[src/rtl/cfgbank_pkg.sv]
package cfgbank_pkg;

  localparam int OFF_W = 12;
  localparam int REG_W = 32;
  localparam int KEY_W = 16;

  localparam logic [KEY_W-1:0] KEY_OPEN  = 16'hDF0D;
  localparam logic [KEY_W-1:0] KEY_CLOSE = 16'h767B;

  localparam logic [OFF_W-1:0] A_SCRATCH = 12'h000;
  localparam logic [OFF_W-1:0] A_CLOSE   = 12'h004;
  localparam logic [OFF_W-1:0] A_OPEN    = 12'h008;
  localparam logic [OFF_W-1:0] A_STATUS  = 12'h00C;
  localparam logic [OFF_W-1:0] A_ONE     = 12'h25C;

  localparam int NUM_CFG = 15;

  typedef struct packed {
    logic [OFF_W-1:0] off;
    logic [REG_W-1:0] rst;
    logic             wr;
  } cfg_slot_t;

  // Descriptor of each stored word: offset, reset contents, writability.
  function automatic cfg_slot_t cfg_slot(input int idx);
    cfg_slot_t s;
    case (idx)
      0:       s = '{off: 12'h100, rst: 32'h0001A008, wr: 1'b1};
      1:       s = '{off: 12'h104, rst: 32'h0001A008, wr: 1'b1};
      2:       s = '{off: 12'h108, rst: 32'h0001A008, wr: 1'b1};
      3:       s = '{off: 12'h10C, rst: 32'h0000003F, wr: 1'b0};
      4:       s = '{off: 12'h110, rst: 32'h00014000, wr: 1'b1};
      5:       s = '{off: 12'h120, rst: 32'h1F000400, wr: 1'b1};
      6:       s = '{off: 12'h124, rst: 32'h18400003, wr: 1'b1};
      7:       s = '{off: 12'h200, rst: 32'h00000000, wr: 1'b1};
      8:       s = '{off: 12'h250, rst: 32'h00000000, wr: 1'b0};
      9:       s = '{off: 12'h300, rst: 32'h00000000, wr: 1'b1};
      10:      s = '{off: 12'h600, rst: 32'h00000000, wr: 1'b1};
      11:      s = '{off: 12'h910, rst: 32'h00000000, wr: 1'b0};
      12:      s = '{off: 12'hB00, rst: 32'h00000000, wr: 1'b1};
      13:      s = '{off: 12'hB20, rst: 32'h00000000, wr: 1'b0};
      14:      s = '{off: 12'hB2C, rst: 32'h00000000, wr: 1'b0};
      default: s = '{off: 12'hFFC, rst: 32'h00000000, wr: 1'b0};
    endcase
    return s;
  endfunction

endpackage

[src/rtl/cfgbank_rst_sync.sv]
module cfgbank_rst_sync #(
  parameter int STAGES = 2
) (
  input  logic clk,
  input  logic rst_n,
  output logic rst_sync_n
);

  logic [STAGES-1:0] chain_q;
  logic [STAGES-1:0] chain_d;

  always_comb begin
    chain_d = {chain_q[STAGES-2:0], 1'b1};
  end

  always_ff @(posedge clk or negedge rst_n) begin
    if (!rst_n) begin
      chain_q <= '0;
    end else begin
      chain_q <= chain_d;
    end
  end

  assign rst_sync_n = chain_q[STAGES-1];

endmodule

[src/rtl/cfgbank_lock.sv]
module cfgbank_lock
  import cfgbank_pkg::*;
#(
  parameter int ADDR_W = OFF_W
) (
  input  logic              clk,
  input  logic              rst_n,
  input  logic              wr_en,
  input  logic [ADDR_W-1:0] addr,
  input  logic [KEY_W-1:0]  key_data,
  output logic              locked,
  output logic              scratch
);

  logic open_hit;
  logic close_hit;
  logic lock_en;
  logic lock_d;
  logic lock_q;
  logic scr_en;
  logic scr_d;
  logic scr_q;

  always_comb begin
    open_hit  = wr_en && (addr == ADDR_W'(A_OPEN))  && (key_data == KEY_OPEN);
    close_hit = wr_en && (addr == ADDR_W'(A_CLOSE)) && (key_data == KEY_CLOSE);
    lock_en   = open_hit || close_hit;
    lock_d    = close_hit;
    scr_en    = wr_en && (addr == ADDR_W'(A_SCRATCH));
    scr_d     = key_data[0];
  end

  always_ff @(posedge clk or negedge rst_n) begin
    if (!rst_n) begin
      lock_q <= 1'b1;
    end else if (lock_en) begin
      lock_q <= lock_d;
    end
  end

  always_ff @(posedge clk or negedge rst_n) begin
    if (!rst_n) begin
      scr_q <= 1'b0;
    end else if (scr_en) begin
      scr_q <= scr_d;
    end
  end

  assign locked  = lock_q;
  assign scratch = scr_q;

endmodule

[src/rtl/cfgbank_regs.sv]
module cfgbank_regs
  import cfgbank_pkg::*;
#(
  parameter int ADDR_W = OFF_W,
  parameter int DATA_W = REG_W,
  parameter int NREG   = NUM_CFG
) (
  input  logic                   clk,
  input  logic                   rst_n,
  input  logic                   wr_en,
  input  logic [ADDR_W-1:0]      addr,
  input  logic [DATA_W-1:0]      wdata,
  input  logic                   locked,
  output logic [DATA_W-1:0]      rd_val,
  output logic                   rd_hit,
  output logic [NREG*DATA_W-1:0] vals_flat
);

  logic [NREG-1:0]             sel;
  logic [NREG-1:0][DATA_W-1:0] val;
  logic                        wr_ok;

  assign wr_ok = wr_en & ~locked;

  for (genvar i = 0; i < NREG; i++) begin : g_slot
    localparam cfg_slot_t          SLOT      = cfg_slot(i);
    localparam logic [ADDR_W-1:0]  SLOT_ADDR = ADDR_W'(SLOT.off);
    localparam logic [DATA_W-1:0]  SLOT_RST  = DATA_W'(SLOT.rst);

    assign sel[i] = (addr == SLOT_ADDR);

    if (SLOT.wr) begin : g_rw
      logic              en;
      logic [DATA_W-1:0] d;
      logic [DATA_W-1:0] q;

      always_comb begin
        en = wr_ok & sel[i];
        d  = wdata;
      end

      always_ff @(posedge clk or negedge rst_n) begin
        if (!rst_n) begin
          q <= SLOT_RST;
        end else if (en) begin
          q <= d;
        end
      end

      assign val[i] = q;
    end else begin : g_ro
      assign val[i] = SLOT_RST;
    end

    assign vals_flat[i*DATA_W +: DATA_W] = val[i];
  end

  always_comb begin
    rd_val = '0;
    for (int k = 0; k < NREG; k++) begin
      if (sel[k]) begin
        rd_val = rd_val | val[k];
      end
    end
    rd_hit = |sel;
  end

endmodule

[src/rtl/cfgbank_rdpath.sv]
module cfgbank_rdpath
  import cfgbank_pkg::*;
#(
  parameter int ADDR_W = OFF_W,
  parameter int DATA_W = REG_W,
  parameter int RD_LAT = 1
) (
  input  logic              clk,
  input  logic              rst_n,
  input  logic [ADDR_W-1:0] addr,
  input  logic              locked,
  input  logic              scratch,
  input  logic [DATA_W-1:0] bank_val,
  input  logic              bank_hit,
  output logic [DATA_W-1:0] rdata
);

  logic [DATA_W-1:0] mux_d;

  always_comb begin
    if (addr == ADDR_W'(A_SCRATCH)) begin
      mux_d = DATA_W'(scratch);
    end else if (addr == ADDR_W'(A_STATUS)) begin
      mux_d = DATA_W'(locked);
    end else if ((addr == ADDR_W'(A_CLOSE)) || (addr == ADDR_W'(A_OPEN))) begin
      mux_d = '0;
    end else if (addr == ADDR_W'(A_ONE)) begin
      mux_d = DATA_W'(1);
    end else if (bank_hit) begin
      mux_d = bank_val;
    end else begin
      mux_d = '0;
    end
  end

  if (RD_LAT == 0) begin : g_comb
    assign rdata = mux_d;
  end else begin : g_reg
    logic [DATA_W-1:0] rd_q;
    logic              rd_en;

    assign rd_en = 1'b1;

    always_ff @(posedge clk or negedge rst_n) begin
      if (!rst_n) begin
        rd_q <= '0;
      end else if (rd_en) begin
        rd_q <= mux_d;
      end
    end

    assign rdata = rd_q;
  end

endmodule

[src/rtl/cfgbank_top.sv]
module cfgbank_top
  import cfgbank_pkg::*;
#(
  parameter int ADDR_W = OFF_W,
  parameter int DATA_W = REG_W,
  parameter int RD_LAT = 1
) (
  input  logic              clk,
  input  logic              rst_n,
  input  logic              wr_en,
  input  logic [ADDR_W-1:0] addr,
  input  logic [DATA_W-1:0] wdata,
  output logic [DATA_W-1:0] rdata
);

  localparam int NREG   = NUM_CFG;
  localparam int FLAT_W = NREG * DATA_W;

  logic              rst_sync_n;
  logic              locked;
  logic              scratch_bit;
  logic [DATA_W-1:0] bank_val;
  logic              bank_hit;
  logic [FLAT_W-1:0] bank_vals;

  cfgbank_rst_sync #(
    .STAGES(2)
  ) u_rst (
    .clk       (clk),
    .rst_n     (rst_n),
    .rst_sync_n(rst_sync_n)
  );

  cfgbank_lock #(
    .ADDR_W(ADDR_W)
  ) u_lock (
    .clk     (clk),
    .rst_n   (rst_sync_n),
    .wr_en   (wr_en),
    .addr    (addr),
    .key_data(wdata[KEY_W-1:0]),
    .locked  (locked),
    .scratch (scratch_bit)
  );

  cfgbank_regs #(
    .ADDR_W(ADDR_W),
    .DATA_W(DATA_W),
    .NREG  (NREG)
  ) u_regs (
    .clk      (clk),
    .rst_n    (rst_sync_n),
    .wr_en    (wr_en),
    .addr     (addr),
    .wdata    (wdata),
    .locked   (locked),
    .rd_val   (bank_val),
    .rd_hit   (bank_hit),
    .vals_flat(bank_vals)
  );

  cfgbank_rdpath #(
    .ADDR_W(ADDR_W),
    .DATA_W(DATA_W),
    .RD_LAT(RD_LAT)
  ) u_rd (
    .clk     (clk),
    .rst_n   (rst_sync_n),
    .addr    (addr),
    .locked  (locked),
    .scratch (scratch_bit),
    .bank_val(bank_val),
    .bank_hit(bank_hit),
    .rdata   (rdata)
  );

endmodule

[config.mk]
export PLATFORM = sky130hd
export DESIGN_NAME = cfgbank_top
export DESIGN_NICKNAME = d
export VERILOG_FILES = /design/src/rtl/cfgbank_pkg.sv /design/src/rtl/cfgbank_rst_sync.sv /design/src/rtl/cfgbank_lock.sv /design/src/rtl/cfgbank_regs.sv /design/src/rtl/cfgbank_rdpath.sv /design/src/rtl/cfgbank_top.sv
export SDC_FILE = /design/constraint.sdc
export NUM_CORES = 1
export LEC_CHECK = 0
export BUFFER_PORTS_ARGS = -buffer_cell sky130_fd_sc_hd__clkbuf_2
export CELL_PAD_IN_SITES_DETAIL_PLACEMENT = 1
export CELL_PAD_IN_SITES_GLOBAL_PLACEMENT = 1
export CORE_MARGIN = 2
export CORE_UTILIZATION = 30
export DETAILED_ROUTE_END_ITERATION = 8
export HOLD_SLACK_MARGIN = 0.15
export PLACE_DENSITY_LB_ADDON = 0.1
export SKIP_CTS_REPAIR_TIMING = 1
export SLEW_MARGIN = 25
export SYNTH_ARGS = -nofsm -noshare
export SYNTH_HDL_FRONTEND = slang
export SYNTH_SLANG_ARGS = --single-unit
[constraint.sdc]
create_clock -name clk -period 14.4 [get_ports clk]
set_input_delay 0.72 -clock clk [delete_from_list [all_inputs] [get_ports clk]]
set_output_delay 0.72 -clock clk [all_outputs]
set_load 0.005 [all_outputs]
==> flow_summary.ini, run 1 <==
[logic_synthesis]
netlist_area_um2 = 15540
synthTopCellsByCount = 330 x dfrtp_1, 315 x mux2_2, 56 x clkbuf_1, 36 x nand2_1, 36 x nand3_1
synth_top_area_share = 0.5313
yosysMostFrequentCell = dfrtp_1
yosys.area.top_type = dfrtp_1
synth.avg_cell_area_um2 = 13.67
yosys_warnings = 0
yosysSeqAreaShare = 0.5752
async_flop_share = 1.000
syn_nets = 1184
synth_cell_types = 55
synth_edf_count = 0
syn_inst = 1137
synth_ff_type = dfrtp_1
ys_ff_latch = 356
synth.area.top_cells = dfrtp_1 53%, mux2_2 23%, dfstp_2 4.4%

[route]
drt_pass1_iterations = 5
ant_nets = 0
drtIter0Drc = 594
route.detailed.wl_per_inst_um = 25.82
drc = 0
via_count = 9934
drt-vias-per-instance = 5.217
wl_um = 49160

[floorplan]
dieArea_um2 = 53650
num_io_pins = 79
initial_core_util = 0.3030
dieHeight_um = 231.6
rows = 83
fp.dieW_um = 231.6
core_um2 = 51300

[placed_design]
portBuffers = 78
dpl.hpwl_um = 29710
dpl_worst_slack_ns = 9.354
place_congestion = 0.7627
dpl-instance-area_um2 = 16690
placedCellCount = 1823

[clocking]
ctsLongestPathBuffers = 3
clock_latency_ns = 0.57
cts-root-buf = clkbuf_16
clkTransAtPathRegs_ns = 0.06
cts_buffers = 43
cts_tree = built
clkSinkCount = 356
cts-htree-levels = 2

[worst_setup_path]
path_max_fanout = 32
crit_required_ns = 14.84
regToRegStartpoint = u_rst.chain_q[1]
critPathKind = input pin to flop
start_kind = input pin
endpoint_kind = flop
crit_arrival_ns = 4.88
rrSetupSlack_ns = 11.67
ff2ff_path_depth = 3
worstReg2RegEnd = u_regs.g_slot[9].g_rw.q[7]

[hold_path]
hp-start = u_rst.chain_q[0]
min_path_cells = 0
holdPathEnd = u_rst.chain_q[1]
min_path_type = flop to flop

[layout]
final_area_um2 = 18200
area_growth_syn_to_layout_pct = 17.08
fin_nets = 1237
layoutNonFillerInstCount = 1904
insertedDiodeCount = 0
final_util = 0.3547
drive_gt1_frac = 0.4444

[pwr]
p_leak_nw = 8.895
finalPower_mw = 2.208
power.density_nw_per_um2 = 121.3
peakVddDrop_v = 0.00007348

[global_route]
grt_usage = 0.1860
grt_max_degree = 176
grt_pass1_vias = 10590
grt.met1_usage = 0.2519
grt_util_met2 = 0.3097
grt-ovfl-total = 0
grt_antenna_before_repair = 2
grt_pass1_wl_um = 72910
top_usage_layer = met2
grt_use_met3 = 0.03297

[sta]
worst_pin_slew_ns = 1.082
setup_viol = 0
slew_violations = 0
worst_clock_skew_ns = 0.01662
max_freq_mhz = 225.2
hold_violations = 0
hold-worst-slack_ns = 0.3549
min_period_ns = 4.441
setup_ws_ns = 9.959
fin_crit_sh = 0.3084
tns_ns = 0
rsz0062_at_grt = false
maxSlewHeadroom = 0.2762

[run]
maxCapViolations = 0

[outcome]
outcome = finished, final reports clean
-- registers in the layout (all words and copies together), names as in the netlist --
register,count
u_lock.locked,1
u_lock.scratch,1
u_rst.chain_q,2
u_rd.rdata,32
u_regs.g_slot.g_rw.q,320
-- worst max-delay path by stage --
stage                           startpoint                     endpoint  slack [ns]  cells after the start
after floorplan           u_rst.chain_q[1]               u_lock.scratch        3.79                      0
after global placement             addr[3]  u_regs.g_slot[7].g_rw.q[31]        9.16                      6
after detailed placement           addr[3]   u_regs.g_slot[7].g_rw.q[0]        9.35                      6
after CTS                          addr[3]  u_regs.g_slot[7].g_rw.q[31]        9.97                      6
after global routing               addr[3]  u_regs.g_slot[7].g_rw.q[31]        9.88                      6
final                              addr[3]  u_regs.g_slot[7].g_rw.q[31]        9.96                      6
-- layout by cell type (no fill, tap or decap), types with 6 or more instances in the layout --
cell and instances:
a21oi_1 13, a221o_1 6, a221oi_1 18, a222oi_1 19
a22o_1 9, a22oi_1 34, buf_4 30, clkbuf_1 13
clkbuf_16 44, clkbuf_2 77, clkbuf_8 13, dfrtp_1 329
dfstp_2 26, mux2_1 31, mux2_2 315, mux2i_1 33
nand2_1 31, nand3_1 33, nor2_1 29, o21ai_0 15
o22ai_1 9
-- per-layer routing --
metal | share of wire | vias up
li1 | - | 4319
met1 | 0.46 | 5365
met2 | 0.48 | 175
met3 | 0.039 | 71
met4 | 0.019 | 4
met5 | 0.00053 | -
-- critical path, stage by stage --
cell and delay (ns):
clkbuf_2 0.45, or4_1 0.93, or3_1 0.61, nor3_4 0.88
and3b_4 0.86, mux2_2 0.40
-- report_power, final --
part	internal (mW)	leakage (nW)	switching (mW)
combinational	0.0178	3.30	0.0578
sequential	1.01	4.87	0.00473
clock	0.684	0.721	0.439
-- logic make-up after synthesis --
family | count (synthesis) | synth area share
AO/OA/AOI/OAI | 143 | 0.07108
multiplexers | 379 | 0.2719
buffers and inverters | 105 | 0.02906
AND/OR/NAND/NOR | 153 | 0.05249
flip-flops | 356 | 0.5752
other | 1 | 0.0002413
-- cell type report --
cell class / instances / area, um2
fill: 5351 / 33100
timing repair buffer: 112 / 694.4
multi-input combinational: 676 / 6241
clock inverter: 9 / 135.1
clock buffer: 70 / 1329
inverter: 1 / 3.754
tap: 680 / 850.8
sequential: 356 / 8945
No activity file was read; power rests on OpenSTA's default activity.
==> run 2: changes to the inputs <==
--- a/config.mk
+++ b/config.mk
@@ -5,6 +5,7 @@
 export SDC_FILE = /design/constraint.sdc
 export NUM_CORES = 1
 export LEC_CHECK = 0
+export ABC_AREA = 1
 export BUFFER_PORTS_ARGS = -buffer_cell sky130_fd_sc_hd__clkbuf_2
 export CELL_PAD_IN_SITES_DETAIL_PLACEMENT = 1
 export CELL_PAD_IN_SITES_GLOBAL_PLACEMENT = 1
==> constraint.sdc (replaced) <==
create_clock -name clk -period 3.97 [get_ports clk]
set_input_delay 0.1985 -clock clk [delete_from_list [all_inputs] [get_ports clk]]
set_output_delay 0.1985 -clock clk [all_outputs]
set_load 0.005 [all_outputs]
==> flow_summary.ini, run 2 <==
[global_route]
grt_pass1_wl_um = 77730
grt_antenna_before_repair = 0
grt_usage = 0.1927
grt_max_degree = 102
grt_pass1_vias = 12600
grt-ovfl-total = 0

[route]
route.detailed.wl_per_inst_um = 19.60
ant_nets = 0
drt-vias-per-instance = 4.714
drc = 0
wl_um = 49270
drtIter0Drc = 708
drt_pass1_iterations = 5
via_count = 11850

[hold_path]
min_path_cells = 3
holdPathEnd = u_regs.g_slot[4].g_rw.q[8]
min_path_type = input pin to flop
hp-start = wdata[8]

[pwr]
peakVddDrop_v = 0.0002260
p_sw_mw = 1.783
p_sw_frac = 0.2277
p_leak_nw = 8.547
p_clk_frac = 0.502
p_seq_frac = 0.468
p_int_mw = 6.049
power.density_nw_per_um2 = 439.8
combPwrFrac = 0.030

[sta]
worst_pin_slew_ns = 0.9407
rsz0062_at_grt = false
min_period_ns = 3.011
hold_violations = 0
slew_violations = 0
maxSlewHeadroom = 0.3723
worst_clock_skew_ns = 0.01590
tns_ns = 0
fin_crit_sh = 0.7585
max_freq_mhz = 332.1
setup_viol = 0

[floorplan]
fp.dieW_um = 229.2
dieHeight_um = 229.2
dieArea_um2 = 52550
core_um2 = 50070
rows = 82
num_io_pins = 79
initial_core_util = 0.3040

[placed_design]
dpl-instance-area_um2 = 16100
place_congestion = 0.7327
dpl.hpwl_um = 29130
portBuffers = 78

[clocking]
clkTransAtPathRegs_ns = 0.06
clock_latency_ns = 0.58
cts-htree-levels = 2
ctsLongestPathBuffers = 3
clkSinkCount = 356
cts_buffers = 43
cts_tree = built
cts-root-buf = clkbuf_16

[layout]
final_cell_mix = 672 x nand2_1, 329 x dfrtp_1, 259 x o21ai_1
area_growth_syn_to_layout_pct = 17.00
largest-register = u_regs.g_slot.g_rw.q
drive_gt1_frac = 0.1417
insertedDiodeCount = 0
fin_nets = 1855
final_area_um2 = 17810
largest_reg_flops = 320
final_common_cell = nand2_1

[outcome]
outcome = finished, final reports clean

[logic_synthesis]
yosysMostFrequentCell = nand2_1
netlist_area_um2 = 15220
synth_top_area_share = 0.5426
synth_cell_types = 31
synth.area.top_cells = dfrtp_1 54%, nand2_1 17%, o21ai_1 8.5%
synthTopCellsByCount = 672 x nand2_1, 330 x dfrtp_1, 259 x o21ai_1, 57 x a21oi_1, 57 x buf_2
ys_ff_latch = 356
async_flop_share = 1.000
synth.avg_cell_area_um2 = 8.797
yosysSeqAreaShare = 0.5875
synth_ff_type = dfrtp_1
syn_nets = 1777
yosys_warnings = 0
yosys.area.top_type = dfrtp_1
synth_edf_count = 0
syn_inst = 1730

[worst_setup_path]
endpoint_kind = flop
regToRegStartpoint = u_lock.locked
start_kind = input pin
critPathKind = input pin to flop
ff2ff_path_depth = 5
worstReg2RegEnd = u_regs.g_slot[10].g_rw.q[8]
crit_arrival_ns = 3.52
rrSetupSlack_ns = 1.69
path_max_fanout = 12
crit_required_ns = 4.47

[run]
maxCapViolations = 0
-- run 2: cell types whose count changed after synthesis, sizes merged, moves of 34 or more --
| cell | change |
|---|---|
| nand2 | +651 |
| mux2 | -346 |
| o21ai | +317 |
| inv | +67 |
| a21oi | +44 |
| clkbuf | -41 |
| a22oi | -34 |
| buf | +34 |
| nand4 | +34 |
-- run 2: how the worst max path moves through the flow --
stage | startpoint | endpoint | slack (ns)
2_1_floorplan | u_rst.chain_q[1] | u_lock.scratch | 0.47
3_3_place_gp | addr[3] | u_rd.rdata[7] | 1.54
3_5_place_dp | addr[7] | u_regs.g_slot[6].g_rw.q[23] | 1.41
4_1_cts | u_lock.locked | u_regs.g_slot[10].g_rw.q[8] | 1.67
5_1_grt | wdata[15] | u_lock.locked | 0.88
6_report | wdata[15] | u_lock.locked | 0.96
-- run 2: cell families after synthesis --
logic type,Yosys count,share of synthesized area
AOI/OAI and AO/OA,389,0.1346
buffers and inverters,165,0.05467
other,1,0.0002464
DFF,356,0.5875
and+or+nand+nor,819,0.2230
-- run 2: area by class of cell --
type | count | area, um2
clock buffers | 68 | 1280
clock inverters | 11 | 120.1
fillers | 5865 | 32260
inverters | 68 | 265.3
multi-input cells | 1209 | 5446
flip-flops and latches | 356 | 8945
well taps | 672 | 840.8
repair buffers | 130 | 909.6
-- run 2: layer usage --
layer  vias to the layer above  global-route usage  wire length, um
li1                       5795                   -                -
met1                      5874              0.2652            23870
met2                       130              0.3220            23400
met3                        52             0.02963             1289
met4                         0             0.03896              715
met5                         -                   0                0
-- run 2: power groups by stage --
stage	clock network (mW)	logic, mW	registers (mW)
finish	3.93	0.235	3.67
global route	4.21	0.268	3.67
CTS	4.06	0.226	3.67
detailed placement	0	0.225	3.73
global placement	0	0.224	3.73
floorplan	0	0.0774	3.77
-- run 2: critical path, stage by stage --
cell and delay, ns:
dlygate4sd3_1 0.54, clkbuf_2 0.11, inv_1 0.30, nand3_1 0.34
nor3_1 0.66, nand4_1 0.13, dlygate4sd3_1 0.60, nand2_1 0.07
dlygate4sd3_1 0.56
-- run 2: stage by stage --
step           worst slack, ns  hold WS [ns]  instances  utilization  total power [mW]
6_report                0.9589        0.1251       2514       0.3557             7.832
5_1_grt                 0.8816        0.1550       2514       0.3557             8.145
4_1_cts                  1.666       -0.6245       2483       0.3494             7.950
3_5_place_dp             1.414      -0.01317       2404       0.3215             3.956
3_3_place_gp             1.542      -0.01495       2404       0.3215             3.954
2_1_floorplan           0.4699      -0.09709       1730            -             3.846
